--- config.mk ---
export PLATFORM = sky130hd
export DESIGN_NAME = lanepair_ctx_mapper
export DESIGN_NICKNAME = d
export VERILOG_FILES = /design/src/rtl/lpm_pkg.sv /design/src/rtl/lpm_datapath.sv /design/src/rtl/lpm_control.sv /design/src/rtl/lanepair_ctx_mapper.sv
export SDC_FILE = /design/constraint.sdc
export NUM_CORES = 1
export LEC_CHECK = 0
export BUFFER_PORTS_ARGS = -buffer_cell sky130_fd_sc_hd__clkbuf_2
export CELL_PAD_IN_SITES_DETAIL_PLACEMENT = 0
export CELL_PAD_IN_SITES_GLOBAL_PLACEMENT = 2
export CORE_AREA = 2 2 67 69
export DETAILED_ROUTE_END_ITERATION = 8
export DIE_AREA = 0 0 69 71
export GPL_TIMING_DRIVEN = 0
export MAX_ROUTING_LAYER = met4
export PLACE_DENSITY_LB_ADDON = 0.1
export SYNTH_ARGS = -nofsm -noshare
export SYNTH_HDL_FRONTEND = slang
export SYNTH_HIERARCHICAL = 1
export SYNTH_SLANG_ARGS = --single-unit
--- constraint.sdc ---
create_clock -name clk -period 3.11 [get_ports clk]
set_input_delay 0.933 -clock clk [delete_from_list [all_inputs] [get_ports clk]]
set_output_delay 0.933 -clock clk [all_outputs]
set_load 0.02 [all_outputs]
--- src/rtl/lpm_pkg.sv ---
package lpm_pkg;
  localparam int LANES_PER_PAIR = 2;

  typedef enum logic {ST_IDLE, ST_FLUSH} lpm_state_e;

  typedef struct packed {
    logic loadPending;
    logic commit;
    logic holdRun;
  } lpm_strobe_t;
endpackage

--- src/rtl/lpm_datapath.sv ---
module lpm_datapath
  import lpm_pkg::*;
#(
  parameter int NUM_PAIRS = 4,
  parameter int NUM_CTX   = 2,
  localparam int FIELD_W  = $clog2(NUM_CTX + 1),
  localparam int MAP_W    = NUM_PAIRS * FIELD_W,
  localparam int IW_W     = $clog2(LANES_PER_PAIR * NUM_PAIRS + 1),
  localparam int IDX_W    = (NUM_CTX > 1) ? $clog2(NUM_CTX) : 1
) (
  input  logic                     clk,
  input  logic                     rstN,
  input  logic [MAP_W-1:0]         wrData,
  input  lpm_strobe_t              strobe,
  output logic                     reqValid,
  output logic [MAP_W-1:0]         activeMap,
  output logic [NUM_CTX-1:0]       ctxRun,
  output logic [NUM_CTX*IW_W-1:0]  ctxIssueWidth,
  output logic [NUM_PAIRS-1:0]     portEn,
  output logic [NUM_PAIRS*IDX_W-1:0] portCtx
);
  logic [MAP_W-1:0] pendingMap;

  always_ff @(posedge clk or negedge rstN) begin
    if (!rstN) begin
      pendingMap <= '0;
      for (int p = 0; p < NUM_PAIRS; p++)
        activeMap[p*FIELD_W +: FIELD_W] <= FIELD_W'(1);
    end else begin
      if (strobe.loadPending) pendingMap <= wrData;
      if (strobe.commit)      activeMap  <= pendingMap;
    end
  end

  // legality: every code in range, every context's pairs form one run
  always_comb begin
    logic seen, gap;
    reqValid = 1'b1;
    for (int p = 0; p < NUM_PAIRS; p++)
      if (wrData[p*FIELD_W +: FIELD_W] > FIELD_W'(NUM_CTX)) reqValid = 1'b0;
    for (int c = 0; c < NUM_CTX; c++) begin
      seen = 1'b0;
      gap  = 1'b0;
      for (int p = 0; p < NUM_PAIRS; p++) begin
        if (wrData[p*FIELD_W +: FIELD_W] == FIELD_W'(c + 1)) begin
          if (gap) reqValid = 1'b0;
          seen = 1'b1;
        end else if (seen) begin
          gap = 1'b1;
        end
      end
    end
  end

  for (genvar c = 0; c < NUM_CTX; c++) begin : g_ctx
    logic [IW_W-1:0] pairCount;
    always_comb begin
      pairCount = '0;
      for (int p = 0; p < NUM_PAIRS; p++)
        if (activeMap[p*FIELD_W +: FIELD_W] == FIELD_W'(c + 1))
          pairCount = pairCount + 1'b1;
    end
    assign ctxIssueWidth[c*IW_W +: IW_W] = pairCount * IW_W'(LANES_PER_PAIR);
    assign ctxRun[c] = (pairCount != '0) && !strobe.holdRun;
  end

  for (genvar p = 0; p < NUM_PAIRS; p++) begin : g_port
    logic [FIELD_W-1:0] owner;
    assign owner = activeMap[p*FIELD_W +: FIELD_W];
    assign portEn[p] = (owner != '0);
    assign portCtx[p*IDX_W +: IDX_W] = (owner != '0) ? IDX_W'(owner - 1'b1) : '0;
  end
endmodule

--- src/rtl/lpm_control.sv ---
module lpm_control
  import lpm_pkg::*;
(
  input  logic        clk,
  input  logic        rstN,
  input  logic        wrEn,
  input  logic        flushDone,
  input  logic        reqValid,
  output lpm_strobe_t strobe,
  output logic        flushReq,
  output logic        cfgDone,
  output logic        cfgErr
);
  lpm_state_e state;
  logic idleWrite;

  assign idleWrite          = (state == ST_IDLE) && wrEn;
  assign strobe.loadPending = idleWrite && reqValid;
  assign strobe.commit      = (state == ST_FLUSH) && flushDone;
  assign strobe.holdRun     = (state == ST_FLUSH);
  assign flushReq           = (state == ST_FLUSH);

  always_ff @(posedge clk or negedge rstN) begin
    if (!rstN) begin
      state   <= ST_IDLE;
      cfgDone <= 1'b0;
      cfgErr  <= 1'b0;
    end else begin
      if (strobe.loadPending)  state <= ST_FLUSH;
      else if (strobe.commit)  state <= ST_IDLE;

      if (strobe.commit)       cfgDone <= 1'b1;
      else if (idleWrite)      cfgDone <= 1'b0;

      if (idleWrite)           cfgErr <= !reqValid;
    end
  end
endmodule

--- src/rtl/lanepair_ctx_mapper.sv ---
module lanepair_ctx_mapper
  import lpm_pkg::*;
#(
  parameter int NUM_PAIRS = 4,
  parameter int NUM_CTX   = 2,
  localparam int FIELD_W  = $clog2(NUM_CTX + 1),
  localparam int MAP_W    = NUM_PAIRS * FIELD_W,
  localparam int IW_W     = $clog2(LANES_PER_PAIR * NUM_PAIRS + 1),
  localparam int IDX_W    = (NUM_CTX > 1) ? $clog2(NUM_CTX) : 1
) (
  input  logic                       clk,
  input  logic                       rstN,
  input  logic                       cfgWrEn,
  input  logic [MAP_W-1:0]           cfgWrData,
  input  logic                       flushDone,
  output logic                       flushReq,
  output logic                       cfgDone,
  output logic                       cfgErr,
  output logic [MAP_W-1:0]           activeMap,
  output logic [NUM_CTX-1:0]         ctxRun,
  output logic [NUM_CTX*IW_W-1:0]    ctxIssueWidth,
  output logic [NUM_PAIRS-1:0]       portEn,
  output logic [NUM_PAIRS*IDX_W-1:0] portCtx
);
  lpm_strobe_t strobe;
  logic        reqValid;

  lpm_control u_ctrl (
    .clk(clk), .rstN(rstN), .wrEn(cfgWrEn), .flushDone(flushDone),
    .reqValid(reqValid), .strobe(strobe), .flushReq(flushReq),
    .cfgDone(cfgDone), .cfgErr(cfgErr)
  );

  lpm_datapath #(.NUM_PAIRS(NUM_PAIRS), .NUM_CTX(NUM_CTX)) u_dp (
    .clk(clk), .rstN(rstN), .wrData(cfgWrData), .strobe(strobe),
    .reqValid(reqValid), .activeMap(activeMap), .ctxRun(ctxRun),
    .ctxIssueWidth(ctxIssueWidth), .portEn(portEn), .portCtx(portCtx)
  );
endmodule

==> results of run 1 <==
==> synth_stat cells (all sizes together) <==
cell,n,share of area
xnor2,5,0.057
buf,3,0.018
nand2b,5,0.031
ha,6,0.061
nand4b,1,0.0071
nor2,4,0.012
nand3b,1,0.0061
or2,4,0.020
and4,1,0.0071
inv,11,0.034
and2b,2,0.014
nor4,1,0.0051
nor2b,4,0.026
mux2i,4,0.036
mux2,18,0.16
nand2,2,0.0061
dfstp,4,0.085
a221oi,1,0.012
nor4b,1,0.0071
clkbuf,3,0.0091
dfrtp,15,0.30
nor3,1,0.0041
nor3b,3,0.026
conb,1,0.0030
o21ai,5,0.020
a21oi,1,0.0041
nand3,1,0.0041
and2,1,0.0061
xor2,1,0.0071
==> placed cells by master, fill, tap and decap left out, drive strengths merged, types with 2 or more instances in the layout <==
cell type,n
nor2b,4
and2b,2
nand2,2
dfrtp,15
nor2,4
conb,2
or2,4
mux2,18
inv,11
mux2i,4
dfstp,4
buf,19
o21ai,5
nand2b,5
xnor2,5
nor3b,3
clkbuf,41
ha,6
==> metrics by stage <==
step                hold WS [ns]  utilization  setup WS [ns]
CTS                        0.517        0.415         -0.224
global route               0.538        0.433         -0.229
floorplan                  0.475            -        -0.0197
detailed placement         0.500        0.373         -0.111
global placement           0.494        0.373        -0.0692
finish                     0.513        0.433         -0.151
==> cells by family after synthesis <==
logic type / count (synthesis) / share of synthesized area
AOI/OAI and AO/OA: 7 / 0.0366
xor gates and xnor gates: 6 / 0.0640
adders and majority gates: 6 / 0.0610
buffers and inverters: 17 / 0.0610
DFF: 19 / 0.390
muxes: 22 / 0.200
other: 1 / 0.00305
and+or+nand+nor: 32 / 0.184
==> cell type report <==
cell class / instances / area (µm²) / area share
Multi-Input combinational cell: 75 / 841 / 0.462
Sequential cell: 19 / 483 / 0.265
Timing Repair Buffer: 50 / 309 / 0.170
Tap cell: 52 / 65.1 / 0.0357
Clock buffer: 4 / 45.0 / 0.0247
Inverter: 11 / 43.8 / 0.0241
Buffer: 6 / 33.8 / 0.0186
==> per-layer routing <==
metal  routed length [µm]  up-vias  GRT usage  part of all wire
li1                     -      473          -                 -
met1                 1110      437      0.139              0.41
met2                 1430       24      0.190              0.53
met3                  126        4     0.0214             0.047
met4                   27        0     0.0392             0.010
met5                    0        -          -                 0
==> worst max-delay path: cells and delay by family (launching register included) <==
| family | cells | cell delay [ns] |
|---|---|---|
| and+or+nand+nor | 4 | 0.61 |
| DFF | 1 | 0.53 |
| adders and majority gates | 2 | 0.35 |
| xor gates and xnor gates | 2 | 0.34 |
| buffers and inverters | 2 | 0.24 |
==> sequential cells by signal, indices dropped and copies added, names as in the netlist <==
| register | count |
|---|---|
| u_ctrl/cfgDone | 1 |
| u_dp/activeMap | 8 |
| u_dp/pendingMap | 8 |
| u_ctrl/flushReq | 1 |
| u_ctrl/cfgErr | 1 |
==> final timing paths <==
kind	from	endpoint	slack, ns	depth (start not counted)
min reg2reg	u_dp/pendingMap[5]$_DFFE_PN0P_	u_dp/activeMap[5]$_DFFE_PN0P_	0.51	1
max	u_dp/activeMap[0]$_DFFE_PN1P_	ctxRun[1]	-0.15	10
min	u_dp/pendingMap[5]$_DFFE_PN0P_	u_dp/activeMap[5]$_DFFE_PN0P_	0.51	1
max reg2reg	u_ctrl/flushReq$_DFFE_PN0P_	u_dp/activeMap[3]$_DFFE_PN0P_	1.62	3
min in group asynchronous	rstN	u_dp/activeMap[7]$_DFFE_PN0P_	0.62	1
max in group asynchronous	rstN	u_dp/activeMap[3]$_DFFE_PN0P_	2.14	1
==> what timing repair did <==
action / CTS / global route
setup endpoints to repair: 5 / 4
resized for setup: 13 / 14
buffers inserted: 7 / 5
pin swaps: 4 / 1
==> qor.txt, run 1 <==
Status = finished, violations left
Violated checks = negative setup slack
Final Setup Violations = 3
Total GRT Usage = 0.114
Die Width = 69 µm
Area Growth Syn to Fin = 47.9%
Crit Path Category = flip-flop to output pin
Max Freq = 0.307 GHz
Worst-path clk slew = 0.06 ns
FP Rows = 24
Synth warn = 6
Slew Viols, Final = 0
Area of the die = 4900 µm²
HPWL after DPL = 2090 µm
Core area = 4200 µm²
Setup TNS = -0.235 ns
Worst Setup End Kind = output pin
Layout cells sized above 1 = 0.697
Drc violations = 0
Final Cell Area = 1820 µm²
HP Class = flip-flop to flip-flop
Hold bufs inserted after CTS = 0
Mean Syn Cell Area = 11.2 µm²
Fin Clk Skew = 0.000603 ns
Worst Path Required = 2.18 ns
Wire per inst = 12.4 µm
Slowest-stage cell, CP = dfstp_2
Worst path max stage delay = 0.53 ns
DRT Pass-1 Iters = 2
Max_cap viols = 0
Hold Fails Final Rpt = 0
Initial Util = 0.293
CTS Buffer Depth = 2
Distinct cells, synth = 37
CP most frequent cell = ha_4
Startpoint type of the worst setup path = flip-flop
Root Buffer = clkbuf_8
H-tree lvl count = 1
#FFs+latches synth = 19
1st-iter DRT viols = 7
Initial antenna violation count = 0
Die Height = 71 µm
GRT overflow = 0
Placed cell area = 1570 µm²
Worst setup margin = -0.151 ns
Post-DR vias/cell = 4.32
Port buffer count = 38
Final GP Congestion = 0.665
Final Cycle Share = 1.05
RSZ-0062 raised after global routing = yes
Largest net degree at the start of global routing = 20
CP max FO = 3
CTS tree = built
Vias in the first global route = 932
Via count = 938
Post-Syn Area = 1230 µm²
Non-Filler Instances = 217
Post-synthesis sequential area ratio = 0.390
Syn Inst Count = 110
First-pass GRT wire length = 4420 µm
IO Pins = 41
Num CTS Buffers = 3
Nets = 184
Final min period = 3.26 ns
Drt total wl = 2690 µm
Post-Place Cells = 201
Critical path arrival = 2.33 ns
CP Cell Sequence = nand2b_4, ha_4, xnor2_4, inv_2, ha_4, nand3b_1, xor2_4, nor4b_2, nor3_2, buf_4
Layout fillers = 427
# clock sinks = 19
ANT cells = 0
Worst-Skew Late Latency = 0.25 ns
Detail Route Antenna Nets = 0
Power of run 1 is left out: the tool's default activity adds up to more than one toggle a clock period on the data nets, which glitch-free logic cannot reach.
==> inputs of run 2 (changes only) <==
- ABC_CLOCK_PERIOD_IN_PS: not set -> 3110
- SYNTH_HIERARCHICAL: 1 -> not set
==> run 2 against run 1 <==
Compared with the run above:
- the flow still finishes with violations (negative setup slack)
- register-to-register slack lost 0.19 ns
- synthesized area shrank 6.3%
- sequential share of layout area grew 3.5 points
- clock-buffer cell count shrank 1
- via count shrank 3.4%
==> qor.txt, run 2 <==
Post-Syn Area = 1150 µm² (-6.3%)
Global Route met1 Usage = 0.128 (-0.0111)
Hold Crit Endpoint = u_ctrl.cfgErr$_DFFE_PN0P_
Core area = 4200 µm² (unchanged)
RSZ-0062 raised after global routing = yes
Layout fillers = 451 (+5.6%)
Most frequent cells in the layout = clkbuf_2 (34), mux2_2 (16), dfrtp_1 (15), inv_1 (11), buf_4 (10)
Die Width = 69 µm (unchanged)
Slew Viols, Final = 0 (unchanged)
Hold WS = 0.499 ns (-0.0145 ns)
Worst-Skew Late Latency = 0.25 ns (about the same)
Synth warn = 0 (-6)
IO Pins = 41 (unchanged)
CP top delay family = flip-flops
Die Height = 71 µm (unchanged)
CP max FO = 2 (-1)
Final GP Congestion = 0.769 (+16%)
Num CTS Buffers = 3 (unchanged)
H-tree lvl count = 1 (unchanged)
Worst path max stage delay = 0.55 ns (+0.02 ns)
#FFs+latches synth = 19 (unchanged)
FP Rows = 24 (unchanged)
Area of the die = 4900 µm² (unchanged)
Crit Path Category = flip-flop to output pin
Drc violations = 0 (unchanged)
Worst Reg2Reg Path Length in Cells = 4 (+1)
CP bufs+invs = 2 (unchanged)
Layout cells sized above 1 = 0.554 (-0.143)
Final Cycle Share = 1.08 (+0.0291)
Root Buffer = clkbuf_8
Gate power share = 0.707
Area contributors post-synth = dfrtp_1 (33%), mux2_2 (16%), dfstp_2 (9.1%)
Nets = 176 (-4.3%)
Via count = 906 (-3.4%)
Worst R2R Start = u_ctrl.flushReq$_DFFE_PN0P_
Port buffer count = 38 (unchanged)
Post-DR vias/cell = 4.33 (+0.29%)
Area Growth Syn to Fin = 38.6%
1st-iter DRT viols = 10 (+3)
Hold path startpoint = u_ctrl.cfgErr$_DFFE_PN0P_
CTS Buffer Depth = 2 (unchanged)
CP Cell Sequence = nand2b_4, ha_4, xnor2_2, inv_1, ha_1, or3b_1, o221a_4, clkbuf_8
Post-synth ARST share = 1.00 (unchanged)
Sequential share of power = 0.212
GRT overflow = 0 (unchanged)
Commonest non-fill, non-tap cell in the layout = clkbuf_2
Startpoint type of the worst setup path = flip-flop
Commonest cells post-synth = mux2_2 (16), dfrtp_1 (15), inv_1 (11)
Met3 Use GR = 0.0185 (-0.00285)
WHS Path Cells = 1 (unchanged)
Flop2flop setup slack = 1.43 ns (-0.19 ns)
Max Freq = 0.298 GHz (-2.7%)
Setup TNS = -0.512 ns (-0.277 ns)
HP Class = flip-flop to flip-flop
Post-synth EDFFs = 0 (unchanged)
Post-synthesis sequential area ratio = 0.416 (+0.0262)
Final Setup Violations = 3 (unchanged)
Yosys top cell by area = dfrtp_1
Met2 usage = 0.155 (-0.0353)
Detail Route Antenna Nets = 0 (unchanged)
Syn Inst Count = 109 (-0.91%)
Final min period = 3.35 ns (+0.0905 ns)
Violated checks = negative setup slack
Vias in the first global route = 818 (-12%)
Largest net degree at the start of global routing = 20 (unchanged)
Drt total wl = 2390 µm (-11%)
Fin Clk Skew = 0.00281 ns (+0.00221 ns)
Internal power = 1.15 mW
Synth top area share = 0.325 (+0.0205)
Worst-path clk slew = 0.07 ns (about the same)
Count leader, synth = mux2_2
Net Switching = 921 µW
# clock sinks = 19 (unchanged)
CTS tree = built
Slowest-stage cell, CP = dfstp_2
Worst setup margin = -0.242 ns (-0.0905 ns)
ANT cells = 0 (unchanged)
Mean Syn Cell Area = 10.6 µm² (-5.4%)
Total GRT Usage = 0.0991 (-0.0147)
Predominant post-synthesis flop cell = dfrtp_1
Wire per inst = 11.4 µm (-7.9%)
Distinct cells, synth = 32 (-14%)
DRT Pass-1 Iters = 4 (+2)
First-pass GRT wire length = 3820 µm (-14%)
Worst Setup End Kind = output pin
Initial antenna violation count = 0 (unchanged)
Worst Path Required = 2.18 ns (about the same)
Initial Util = 0.274 (-0.0185)
Leakage = 0.793 nW
Status = finished, violations left
PwrDens = 1300 nW/µm²
Hold Fails Final Rpt = 0 (unchanged)
Switching fraction of total power = 0.444
Max_cap viols = 0 (unchanged)
Clk pwr share = 0.081
HPWL after DPL = 1950 µm (-6.5%)
Reg-to-reg endpoint = u_dp.pendingMap[7]$_DFFE_PN0P_
Worst VDD drop = 0.367 mV
Largest regs = u_dp.activeMap (8), u_dp.pendingMap (8)
Busiest grt layer = met2
Critical path arrival = 2.42 ns (+0.09 ns)
run 2: layout make-up:
cell class / instances / area, µm² / area share
Multi-Input combinational cell: 77 / 703 / 0.440
Inverter: 11 / 41.3 / 0.0258
Tap cell: 52 / 65.1 / 0.0407
Sequential cell: 19 / 480 / 0.300
Timing Repair Buffer: 43 / 244 / 0.153
Buffer: 3 / 18.8 / 0.0117
Clock inverter: 1 / 5.00 / 0.00313
Clock buffer: 3 / 41.3 / 0.0258
run 2: kinds of logic (layout without fill, tap and decap cells):
kind of cell / Yosys count / after routing / share of synthesized area
and+or+nand+nor: 32 / 32 / 0.168
DFF: 19 / 19 / 0.416
muxes: 17 / 17 / 0.165
AOI/OAI and AO/OA: 14 / 14 / 0.0846
buffers and inverters: 14 / 61 / 0.0521
adders and majority gates: 6 / 6 / 0.0651
xor gates and xnor gates: 6 / 6 / 0.0456
other: 1 / 2 / 0.00325
run 2: worst reg2reg max path, stage by stage (launching register included):
cell	delay (ns)
dfrtp_1	0.45
nor2b_1	0.21
o311a_1	0.25
nand4_2	0.28
mux2_2	0.37
run 2: worst max path at each step:
stage | from | to | depth (start not counted)
floorplan | u_dp.activeMap[0]$_DFFE_PN1P_ | ctxRun[0] | 7
global placement | u_dp.activeMap[0]$_DFFE_PN1P_ | ctxRun[0] | 8
detailed placement | u_dp.activeMap[0]$_DFFE_PN1P_ | ctxRun[0] | 8
CTS | u_dp.activeMap[2]$_DFFE_PN1P_ | ctxRun[0] | 8
global route | u_dp.activeMap[0]$_DFFE_PN1P_ | ctxRun[0] | 9
finish | u_dp.activeMap[2]$_DFFE_PN1P_ | ctxRun[0] | 8
run 2: layer usage:
| layer | vias up | wire [µm] |
|---|---|---|
| met5 | - | 0 |
| met4 | 0 | 19 |
| met3 | 2 | 95 |
| met2 | 21 | 1160 |
| met1 | 418 | 1110 |
| li1 | 465 | - |
run 2: what timing repair did:
item	4_1_cts	5_1_grt
pin swaps	4	1
setup buffers	5	0
hold buffers	0	0
gates resized for setup	9	7
setup endpoints to repair	6	5
run 2: power by group through the flow:
stage | combinational (mW) | sequential (mW) | clock [mW]
after floorplan | 0.835 | 0.496 | 0
after global placement | 1.21 | 0.445 | 0
after detailed placement | 1.23 | 0.450 | 0
after CTS | 1.45 | 0.445 | 0.173
after global routing | 1.58 | 0.460 | 0.184
final | 1.47 | 0.440 | 0.167
run 2: metrics by stage:
stage	total power [mW]	instances	worst slack [ns]	area, µm²	utilization
6_report	2.07	209	-0.242	1600	0.380
5_1_grt	2.22	209	-0.333	1600	0.380
4_1_cts	2.06	209	-0.281	1580	0.376
3_5_place_dp	1.68	200	-0.209	1440	0.343
3_3_place_gp	1.65	200	-0.171	1440	0.343
2_1_floorplan	1.33	110	-0.0340	1190	-
Power figures use the tool's default switching activity.
